File: config.mk
export PLATFORM = sky130hd
export DESIGN_NAME = rxq_frame_qual
export DESIGN_NICKNAME = d
export VERILOG_FILES = /design/src/rtl/rxq_pkg.sv /design/src/rtl/rxq_crc32.sv /design/src/rtl/rxq_len_ctr.sv /design/src/rtl/rxq_hold_line.sv /design/src/rtl/rxq_csr.sv /design/src/rtl/rxq_frame_qual.sv
export SDC_FILE = /design/constraint.sdc
export NUM_CORES = 1
export LEC_CHECK = 0
export ABC_AREA = 1
export BUFFER_PORTS_ARGS = -buffer_cell sky130_fd_sc_hd__buf_2
export CAP_MARGIN = 30
export CORE_MARGIN = 1.5
export CORE_UTILIZATION = 35
export DETAILED_ROUTE_END_ITERATION = 12
export PLACE_DENSITY = 0.62
export RECOVER_POWER = 50
export SETUP_SLACK_MARGIN = 0.5
export SLEW_MARGIN = 20
export SYNTH_ARGS = -nofsm -noshare
export SYNTH_HDL_FRONTEND = slang
export SYNTH_SLANG_ARGS = --single-unit
export TNS_END_PERCENT = 30
File: constraint.sdc
create_clock -name clk_i -period 5.8 [get_ports clk_i]
set_clock_uncertainty 0.2 [all_clocks]
set_input_delay 0.29 -clock clk_i [delete_from_list [all_inputs] [get_ports clk_i]]
set_output_delay 0.29 -clock clk_i [all_outputs]
set_load 0.01 [all_outputs]
File: src/rtl/rxq_pkg.sv
package rxq_pkg;
  localparam int CB_EN       = 0;
  localparam int CB_HALT     = 1;
  localparam int CB_LONG_OK  = 2;
  localparam int CB_SHORT_OK = 3;
  localparam int CB_STRIP    = 4;
  localparam int CB_NOCRC    = 6;

  localparam int SB_SUM    = 6;
  localparam int SB_ALIGN  = 8;
  localparam int SB_CRC    = 9;
  localparam int SB_OVF    = 10;
  localparam int SB_LONG   = 11;
  localparam int SB_PAR    = 13;
  localparam int SB_GOOD   = 14;
  localparam int SB_HALTED = 15;

  localparam logic [15:0] CTRL_WMASK = 16'h6F5F;
  localparam logic [15:0] IRQ_MASK   = 16'h6F00;

  localparam logic [31:0] CRC_POLY_R    = 32'hEDB88320;
  // bit-reversed form of the 0xC704DD7B residue
  localparam logic [31:0] CRC_RESIDUE_R = 32'hDEBB20E3;

  function automatic logic [31:0] crc_byte(input logic [31:0] c, input logic [7:0] d);
    logic [31:0] r;
    r = c;
    for (int i = 0; i < 8; i++)
      r = (r[0] ^ d[i]) ? ((r >> 1) ^ CRC_POLY_R) : (r >> 1);
    return r;
  endfunction
endpackage

File: src/rtl/rxq_crc32.sv
module rxq_crc32
  import rxq_pkg::*;
(
  input  logic        clk_i,
  input  logic        rst_ni,
  input  logic        byte_en_i,
  input  logic        first_i,
  input  logic [7:0]  data_i,
  output logic [31:0] crc_next_o
);
  logic [31:0] crc_q;
  logic [31:0] crc_base;

  assign crc_base   = first_i ? '1 : crc_q;
  assign crc_next_o = crc_byte(crc_base, data_i);

  always_ff @(posedge clk_i or negedge rst_ni) begin
    if (!rst_ni)        crc_q <= '1;
    else if (byte_en_i) crc_q <= crc_next_o;
  end
endmodule

File: src/rtl/rxq_len_ctr.sv
module rxq_len_ctr #(
  parameter int LEN_W = 11
) (
  input  logic             clk_i,
  input  logic             rst_ni,
  input  logic             byte_en_i,
  input  logic             first_i,
  output logic [LEN_W-1:0] prev_o,
  output logic [LEN_W-1:0] len_o
);
  logic [LEN_W-1:0] cnt_q;

  assign prev_o = first_i ? '0 : cnt_q;
  assign len_o  = (&prev_o) ? prev_o : prev_o + LEN_W'(1);  // saturate

  always_ff @(posedge clk_i or negedge rst_ni) begin
    if (!rst_ni)        cnt_q <= '0;
    else if (byte_en_i) cnt_q <= len_o;
  end
endmodule

File: src/rtl/rxq_hold_line.sv
module rxq_hold_line #(
  parameter int DEPTH = 4
) (
  input  logic       clk_i,
  input  logic       rst_ni,
  input  logic       push_i,
  input  logic [7:0] data_i,
  output logic [7:0] oldest_o
);
  logic [DEPTH-1:0][7:0] stage_q;

  always_ff @(posedge clk_i or negedge rst_ni) begin
    if (!rst_ni) begin
      stage_q <= '0;
    end else if (push_i) begin
      stage_q[0] <= data_i;
      for (int k = 1; k < DEPTH; k++) stage_q[k] <= stage_q[k-1];
    end
  end

  assign oldest_o = stage_q[DEPTH-1];
endmodule

File: src/rtl/rxq_csr.sv
module rxq_csr
  import rxq_pkg::*;
(
  input  logic        clk_i,
  input  logic        rst_ni,
  input  logic        reg_wr_i,
  input  logic        reg_sel_i,
  input  logic [15:0] reg_wdata_i,
  input  logic        stat_load_i,
  input  logic [15:0] stat_new_i,
  output logic [15:0] ctrl_o,
  output logic [15:0] status_o,
  output logic        irq_o
);
  logic [15:0] ctrl_q, status_q;
  logic        irq_q;
  logic        clr;

  assign clr = reg_wr_i & reg_sel_i;

  always_ff @(posedge clk_i or negedge rst_ni) begin
    if (!rst_ni) begin
      ctrl_q   <= '0;
      status_q <= '0;
      irq_q    <= 1'b0;
    end else begin
      if (reg_wr_i && !reg_sel_i) ctrl_q <= reg_wdata_i & CTRL_WMASK;
      // frame result wins over a same-cycle clear
      if (stat_load_i) status_q <= stat_new_i;
      else if (clr)    status_q <= '0;
      irq_q <= (irq_q & ~clr) | (stat_load_i & stat_new_i[SB_SUM]);
    end
  end

  assign ctrl_o   = ctrl_q;
  assign status_o = status_q;
  assign irq_o    = irq_q;
endmodule

File: src/rtl/rxq_frame_qual.sv
module rxq_frame_qual
  import rxq_pkg::*;
#(
  parameter int MAX_LEN   = 1518,
  parameter int MIN_LEN   = 64,
  parameter int FCS_BYTES = 4
) (
  input  logic        clk_i,
  input  logic        rst_ni,
  input  logic        in_valid_i,
  input  logic        in_sof_i,
  input  logic        in_eof_i,
  input  logic [7:0]  in_data_i,
  input  logic [2:0]  in_bits_i,
  input  logic        fifo_full_i,
  input  logic        fifo_par_err_i,
  output logic        fifo_wr_o,
  output logic [7:0]  fifo_data_o,
  output logic        fifo_last_o,
  input  logic        reg_wr_i,
  input  logic        reg_sel_i,
  input  logic [15:0] reg_wdata_i,
  output logic [15:0] reg_rdata_o,
  output logic        irq_o
);
  localparam int LEN_W = $clog2(MAX_LEN + 2);

  logic [15:0]      ctrl_r, status_r, stat_new, frame_stat;
  logic             in_frame_q, ovf_q, par_q;
  logic             rx_en, rx_open, strip, start, take, done, abort;
  logic             emit, ovf_now, ovf_acc, par_acc;
  logic             crc_bad, too_long, short_rej, stat_load;
  logic [31:0]      crc_next;
  logic [LEN_W-1:0] prev_cnt, len_now;
  logic [7:0]       held_byte;

  assign rx_en   = ctrl_r[CB_EN];
  assign rx_open = rx_en & ~ctrl_r[CB_HALT];
  assign strip   = ctrl_r[CB_STRIP];

  // a new frame needs open reception; a running one only needs enable
  assign start = in_valid_i & in_sof_i & ~in_frame_q & rx_open;
  assign take  = in_valid_i & rx_en & (in_frame_q | start);
  assign done  = take & in_eof_i;
  assign abort = in_frame_q & ~rx_en;

  rxq_crc32 u_crc (
    .clk_i, .rst_ni,
    .byte_en_i (take),
    .first_i   (start),
    .data_i    (in_data_i),
    .crc_next_o(crc_next)
  );

  rxq_len_ctr #(.LEN_W(LEN_W)) u_len (
    .clk_i, .rst_ni,
    .byte_en_i(take),
    .first_i  (start),
    .prev_o   (prev_cnt),
    .len_o    (len_now)
  );

  rxq_hold_line #(.DEPTH(FCS_BYTES)) u_hold (
    .clk_i, .rst_ni,
    .push_i  (take),
    .data_i  (in_data_i),
    .oldest_o(held_byte)
  );

  assign emit        = ~strip | (prev_cnt >= LEN_W'(FCS_BYTES));
  assign fifo_wr_o   = take & emit & ~fifo_full_i;
  assign fifo_data_o = strip ? held_byte : in_data_i;
  assign fifo_last_o = fifo_wr_o & in_eof_i;

  assign ovf_now = take & emit & fifo_full_i;
  assign ovf_acc = (ovf_q & ~start) | ovf_now;
  assign par_acc = (par_q & ~start) | (take & fifo_par_err_i);

  always_ff @(posedge clk_i or negedge rst_ni) begin
    if (!rst_ni) begin
      in_frame_q <= 1'b0;
      ovf_q      <= 1'b0;
      par_q      <= 1'b0;
    end else begin
      if (abort)     in_frame_q <= 1'b0;
      else if (take) in_frame_q <= ~in_eof_i;
      if (take) begin
        ovf_q <= ovf_acc;
        par_q <= par_acc;
      end
    end
  end

  assign crc_bad   = ~ctrl_r[CB_NOCRC] & (crc_next != CRC_RESIDUE_R);
  assign too_long  = (len_now > LEN_W'(MAX_LEN)) & ~ctrl_r[CB_LONG_OK];
  assign short_rej = (len_now < LEN_W'(MIN_LEN)) & ~ctrl_r[CB_SHORT_OK];

  always_comb begin
    frame_stat            = '0;
    frame_stat[SB_CRC]    = crc_bad;
    frame_stat[SB_ALIGN]  = crc_bad & (|in_bits_i);
    frame_stat[SB_OVF]    = ovf_acc;
    frame_stat[SB_LONG]   = too_long;
    frame_stat[SB_PAR]    = par_acc;
    frame_stat[SB_GOOD]   = ~(crc_bad | ovf_acc | too_long | par_acc);
    frame_stat[SB_SUM]    = |(frame_stat & ctrl_r & IRQ_MASK);
    frame_stat[SB_HALTED] = ctrl_r[CB_HALT];
  end

  always_comb begin
    stat_new = frame_stat;
    if (abort) begin
      stat_new             = '0;
      stat_new[SB_HALTED]  = 1'b1;
    end
  end

  assign stat_load = (done & ~short_rej) | abort;

  rxq_csr u_csr (
    .clk_i, .rst_ni,
    .reg_wr_i, .reg_sel_i, .reg_wdata_i,
    .stat_load_i(stat_load),
    .stat_new_i (stat_new),
    .ctrl_o     (ctrl_r),
    .status_o   (status_r),
    .irq_o      (irq_o)
  );

  assign reg_rdata_o = reg_sel_i ? status_r : ctrl_r;
endmodule

# Word-level counts from Yosys, hierarchy flattened
# Index checks and enable logic that the tools add are counted.
[word_totals] regBits=107 inputBits=36 elab_cells=104
[classes] add_sub_neg=1 order_cmp=3 eq_ne=1 n_mux=18 bitwise_logic=62 reduce_logical=7
[op_table] cell="32-bit 2-to-1 mux" n=9
[op_table] cell="13-bit inverter with 14-bit output" n=8
[op_table] cell="16-bit 2-to-1 mux" n=4
[op_table] cell="32-bit != test, second input constant" n=1
[op_table] cell="1-bit AND" n=23
[op_table] cell="11-bit 2-to-1 mux" n=2
[op_table] cell="15-bit AND" n=1
[op_table] cell="1-bit inverter" n=13
[op_table] cell="11-bit by 1-bit adder with 11-bit output, second input constant" n=1
[op_table] cell="11-bit by 3-bit greater-or-equal comparator with 1-bit output, second input constant" n=1
[op_table] cell="11-bit > comparator, second input constant" n=1
[op_table] cell="11-bit by 7-bit < comparator with 1-bit output, second input constant" n=1
[op_table] cell="11-bit AND reduction" n=1
[op_table] cell="1-bit OR" n=9
[op_table] cell="8-bit 2-to-1 mux" n=1
[op_table] cell="1-bit bitwise XOR" n=8
[op_table] cell="6-bit OR reduction" n=1
[op_table] cell="2-bit nonzero test" n=2
[op_table] cell="3-bit OR reduction" n=1
[op_table] cell="1-bit 2-to-1 mux" n=2
[op_table] cell="1-bit logical AND" n=1
[op_table] cell="1-bit logical NOT" n=1

# Depth between registers and ports, before layout
[logic_depth] word_depth=31 depth_mapped=26

# Hierarchy
# Synthesis repeated with hierarchy kept, for this count alone.
[hier_totals] hier_cells=955 hier_area_um2=6979.2
[by_module_without_submodules] mod="rxq_crc32" n_inst=1 cells_per_inst=383 area_per_inst_um2=2622.5 seq_area_each_um2=840.8
[by_module_without_submodules] mod="rxq_hold_line" n_inst=1 cells_per_inst=144 area_per_inst_um2=1355.0 seq_area_each_um2=800.8
[by_module_without_submodules] mod="rxq_csr" n_inst=1 cells_per_inst=131 area_per_inst_um2=1187.4 seq_area_each_um2=725.7
[by_module_without_submodules] mod="rxq_len_ctr" n_inst=1 cells_per_inst=126 area_per_inst_um2=960.9 seq_area_each_um2=275.3
[by_module_without_submodules] mod="rxq_frame_qual" n_inst=1 cells_per_inst=171 area_per_inst_um2=853.3 seq_area_each_um2=75.1

# Worst setup path before layout
# OpenSTA, ideal clock, no wires.
[synth_timing] path_type="reg-to-reg" startpoint="reg u_csr.ctrl_q[0], in the netlist u_csr.ctrl_o[0]" endpoint="reg u_csr.irq_q, in the netlist u_csr.irq_o" setup_time_ps=117 arrival_time_ps=2646 required_ps=5483 slack_ps=2837 path_stages_with_launch=24 period_less_slack_ps=2963 cell_sequence="dfrtp_1 nand2_2 nor2_4 nand2_4 buf_6 buf_2 nand2_1 inv_1 ha_1 inv_1 nor3_2 nand3_2 buf_6 nand3_1 xnor2_1 nand2_2 nand3_1 nand2_1 inv_1 nand2_1 clkinv_1 nand3_2 nand2_2 nand2_1"
[synth_via] elab_chain_len=28 word_cells_on_any_way=66 classes_between="add/sub: 1; order compare: 3; eq/ne: 1; mux: 12; bitwise: 47; reduce/logical: 2"
[synth_lines] element="start, declared" line="rxq_csr.sv:15" text="logic [15:0] ctrl_q, status_q;"
[synth_lines] element="start signal, assigned" line="rxq_csr.sv:27" text="if (reg_wr_i && !reg_sel_i) ctrl_q <= reg_wdata_i & CTRL_WMASK;"
[synth_lines] element="1-bit AND" line="rxq_frame_qual.sv:38" text="assign rx_open = rx_en & ~ctrl_r[CB_HALT];"
[synth_lines] element="1-bit AND" line="rxq_frame_qual.sv:42" text="assign start = in_valid_i & in_sof_i & ~in_frame_q & rx_open;"
[synth_lines] element="32-bit 2-to-1 mux" line="rxq_crc32.sv:14" text="assign crc_base = first_i ? '1 : crc_q;"
[synth_lines] element="1-bit bitwise XOR or 13-bit inverter with 14-bit output (tied branches)"
[synth_lines] element="32-bit 2-to-1 mux" line="rxq_pkg.sv:29" text="r = (r[0] ^ d[i]) ? ((r >> 1) ^ CRC_POLY_R) : (r >> 1);"
[synth_lines] element="32-bit 2-to-1 mux or 13-bit inverter with 14-bit output (tied branches)"
[synth_lines] element="13-bit inverter with 14-bit output (no line) or 32-bit 2-to-1 mux (tied branches)"
[synth_lines] element="32-bit 2-to-1 mux or 13-bit inverter with 14-bit output (tied branches)"
[synth_lines] element="[10 not listed]"
[synth_lines] element="1-bit AND" line="rxq_frame_qual.sv:94" text="assign crc_bad = ~ctrl_r[CB_NOCRC] & (crc_next != CRC_RESIDUE_R);"
[synth_lines] element="1-bit OR (3 in a row)" line="rxq_frame_qual.sv:105" text="frame_stat[SB_GOOD] = ~(crc_bad | ovf_acc | too_long | par_acc);"
[synth_lines] element="1-bit inverter" line="rxq_frame_qual.sv:105"
[synth_lines] element="15-bit AND" line="rxq_frame_qual.sv:106" text="frame_stat[SB_SUM] = |(frame_stat & ctrl_r & IRQ_MASK);"
[synth_lines] element="6-bit OR reduction" line="rxq_frame_qual.sv:106"
[synth_lines] element="16-bit 2-to-1 mux" line="rxq_frame_qual.sv:112" text="if (abort) begin"
[synth_lines] element="1-bit AND (*)" line="rxq_csr.sv:31" text="irq_q <= (irq_q & ~clr) | (stat_load_i & stat_new_i[SB_SUM]);"
[synth_lines] element="1-bit OR (*)" line="rxq_csr.sv:31"
[synth_lines] element="end signal, assigned" line="rxq_csr.sv:31"
[synth_lines] element="end, declared" line="rxq_csr.sv:16" text="logic irq_q;"
# Mark *: on every way between the ends. The rest lies on a longest branch, timed or not.
# A chain may end at the register's enable or synchronous reset.

==> implementation parameters <==
Parameter                              Value

Floorplan
  Floorplan core area    between 15000 and 20000 µm²
  Ports placed on the boundary    63
  Starting density of the core    0.3552
  Width of the die    ~140 µm
  Die Y-Extent    about 140 µm
  Placement row count    49
  Floorplan die area    18980 µm²

Synth
  Asr flop ratio synth    1.000
  Multiplexer share of the synthesized area    0.008855
  Mean post-synth cell area    7.065 µm²
  Number of synthesized flops with an enable pin    0
  Syn. warnings    0
  Dominant combinational cell family by area after synthesis    simple AND/OR/NAND/NOR gates
  Cell area after synthesis    between 6000 and 7000 µm²
  Part of the Yosys area used for sequential elements    0.3959
  Compound-Gate Fraction of Synth Area    0.08107
  Most used DFF post-synth    sky130_fd_sc_hd__dfrtp_1
  Number of distinct library cell variants in the gate-level netlist after synthesis    41
  Simple-gate portion of the synthesized area    0.3996
  Synth Area in XOR/XNOR    0.02479
  Number of synthesized register bits    roughly 100
  Synthesized-area fraction occupied by adder cells    0.003935
  Cell count after synthesis    900

STA
  PnR worst setup slack    around 1.7 ns
  Worst hold slack    around 0.017 ns
  Headroom to the max-slew limit    -1.160
  Highest clock frequency the design can meet    approximately 0.25 GHz
  Worst Max-Slew Pin Slew    3.240 ns
  Final count of pins violating max slew    63
  Setup Total Neg Slack    0 ns
  Crit share post-route    0.6995
  Period minus WS final    about 4.1 ns
  Hold Vio Cnt, Final    0
  Unrepaired setup endpoints after global routing    no
  Count of final setup violators    0

Setup path
  Required time of the worst setup path    just under 6 ns
  CP bufs+invs    3
  Critical path cell sequence    dlygate4sd3_1, clkbuf_1, clkbuf_2
  Worst path max stage delay    2.26 ns
  Setup crit end kind    async pin
  Setup crit start kind    primary input
  Crit-path leading delay family    buffers and inverters
  Master of the slowest instance on the critical path    sky130_fd_sc_hd__clkbuf_1
  Largest fanout of any net on the critical path    62
  Critical path data arrival time    ~4.2 ns
  WS Path Type    primary input to async pin

Worst hold path
  Kind of path behind the tightest hold check    primary input to flop

Clock tree
  Insertion delay of the later-clocked pin in the worst-skew pair    approximately 0.36 ns
  Total clock buffers created by CTS    9
  H-tree Lvls    3
  Clock-pin slew reported for the worst setup and hold paths after clock tree synthesis    about 0.070 ns
  Post-CTS repair timing setup buffer count    0
  Cell at the root of the clock tree    sky130_fd_sc_hd__clkbuf_16
  Max Root-Sink Buffers    2
  Sink Count    99
  CTS tree    done

Run status
  Violated checks    max-capacitance violations, max-slew violations
  Outcome    finished, violations left

Detailed routing
  Detailed Route WL    15670 µm
  Post-detailed-route via-to-cell ratio    about 4.8
  Initial detailed-routing violation count    about 310
  DR WL/cell    between 10 and 15 µm
  Vias    roughly 5600
  Remaining DRCs    0
  Number of detailed-route iterations in the first pass    5
  DRT antenna net count    0

Global routing
  GRT Overall Usage    0.1799
  Antenna violations before repair    0
  Global-route wire length before repair    about 26000 µm
  Number of global-route vias before repair    5244
  Global Route met2 Usage    0.3000
  Routing usage on met1    0.2374
  Global route hottest layer    met2
  Overflow left after global routing    0
  Pin count of the biggest net entering global routing    73
  Met3 usage in global routing    0.03091

Place
  Setup slack after placement    between 2 and 2.5 ns
  Input/output buffers    55
  DPL Wire Length    about 11000 µm
  Last weighted congestion value of the routability-driven placer    roughly 0.84

Cells and area
  Highest-count cells in the layout ignoring fill and taps    366 x sky130_fd_sc_hd__nand2_1, 81 x sky130_fd_sc_hd__inv_1, 67 x sky130_fd_sc_hd__dfrtp_1, 65 x sky130_fd_sc_hd__o21ai_0, 63 x sky130_fd_sc_hd__nor2_1
  Filler cell count in the final layout    between 1500 and 2000
  Area growth syn-to-layout    12.46%
  Total inserted antenna cells    0
  Area used by multi-input combinational logic    around 3300 µm²
  Share of final-layout standard cells stronger than drive strength 1    0.1773
  Net count reported at finish    986
  Storage cell area    approximately 2500 µm²
  Most common library cell in the layout ignoring fill and taps    sky130_fd_sc_hd__nand2_1
  Post-layout utilization of the core    0.3994

Power
  Post-route total power    3730 µW
  Static Leak    approximately 0.0037 µW
  Worst IR drop on VDD    around 0.00020 V
  Power density relative to cell area    521.7 nW/µm²

Flow run
  Max-cap violation count    1
-- state kept, by name, summed over array words and instances (netlist names) --
signal,flops
u_crc.crc_q,32
u_hold.stage_q,24
u_csr.ctrl_o,12
u_len.cnt_q,11
u_csr.status_o,8
u_hold.oldest_o,8
in_frame_q,1
ovf_q,1
par_q,1
u_csr.irq_o,1
-- routing by layer --
metal,vias to the layer above,part of all wire
li1,2899,-
met1,2602,0.47
met2,126,0.47
met3,17,0.047
met4,0,0.016
met5,-,0
-- power breakdown --
group          total, µW  switching [µW]  internal (µW)
Combinational       1870            1260            614
Sequential          1190             148           1040
Clock                664             280            384
-- logic make-up after synthesis --
| family | count (synthesis) |
|---|---|
| and+or+nand+nor | 559 |
| buffers and inverters | 123 |
| DFF | 99 |
| AOI/OAI and AO/OA | 93 |
| xor gates and xnor gates | 18 |
| muxes | 5 |
| adders and majority gates | 2 |
| other | 1 |
-- stage by stage --
stage,cells,area [µm²]
after floorplan,902,6366
after global placement,1156,6749
after detailed placement,1156,6749
after CTS,1182,7174
after global routing,1182,7151
final,1182,7151
-- timing repair --
item,CTS,global route
resized for setup,0,0
hold buffers,10,0
hold endpoints to repair,63,0
endpoints found under the setup margin,0,0
-- final timing paths --
check | startpoint | to | slack (ns) | cells after the start
hold / removal | reg_wdata_i[6] | u_csr.ctrl_o[6] | 0.02 | 3
setup / recovery | rst_ni | u_hold.oldest_o[1] | 1.74 | 3
setup reg to reg | u_csr.ctrl_o[0] | u_csr.status_o[6] | 2.06 | 22
min in group asynchronous | rst_ni | u_csr.ctrl_o[9] | 1.35 | 2
max in group clk_i | u_csr.ctrl_o[0] | u_csr.status_o[6] | 2.06 | 22
hold reg to reg | u_hold.stage_q[22] | u_hold.stage_q[22] | 0.27 | 2
-- synth_stat cells, types with 3 or more instances --
cell | instances | area [µm²]
sky130_fd_sc_hd__xnor2_1 | 6 | 52.55
sky130_fd_sc_hd__dfstp_2 | 32 | 840.8
sky130_fd_sc_hd__o21ai_0 | 65 | 325.3
sky130_fd_sc_hd__nand2_1 | 366 | 1374
sky130_fd_sc_hd__buf_6 | 7 | 78.83
sky130_fd_sc_hd__nand3_2 | 8 | 80.08
sky130_fd_sc_hd__a21oi_1 | 9 | 45.04
sky130_fd_sc_hd__xor2_1 | 12 | 105.1
sky130_fd_sc_hd__clkbuf_1 | 20 | 75.07
sky130_fd_sc_hd__inv_2 | 6 | 22.52
sky130_fd_sc_hd__mux2_2 | 5 | 56.30
sky130_fd_sc_hd__nand4_1 | 7 | 43.79
sky130_fd_sc_hd__buf_4 | 4 | 30.03
sky130_fd_sc_hd__o22ai_1 | 5 | 31.28
sky130_fd_sc_hd__nand2_2 | 32 | 200.2
sky130_fd_sc_hd__inv_1 | 81 | 304.0
sky130_fd_sc_hd__nor2_4 | 3 | 33.78
sky130_fd_sc_hd__nand2_4 | 13 | 146.4
sky130_fd_sc_hd__nand3_1 | 47 | 235.2
sky130_fd_sc_hd__nor2_1 | 63 | 236.5
sky130_fd_sc_hd__dfrtp_1 | 67 | 1677
sky130_fd_sc_hd__a31oi_1 | 8 | 50.05
sky130_fd_sc_hd__nand3b_1 | 6 | 45.04
sky130_fd_sc_hd__nor3_2 | 3 | 30.03
sky130_fd_sc_hd__clkinv_1 | 3 | 11.26
-- worst min-delay path, cell delays in order --
cell                      delay [ns]
sky130_fd_sc_hd__buf_2          0.07
sky130_fd_sc_hd__nor2_1         0.03
sky130_fd_sc_hd__a21oi_1        0.12
-- layout make-up --
class                           instances  area share
Multi-Input combinational cell        680      0.4625
Sequential cell                        99      0.3521
Timing Repair Buffer                   68     0.05267
Inverter                               90     0.04724
Tap cell                              229     0.04007
Clock buffer                           10     0.03202
Clock inverter                          6     0.01347
Note: power is estimated with default switching activity, not from simulation.
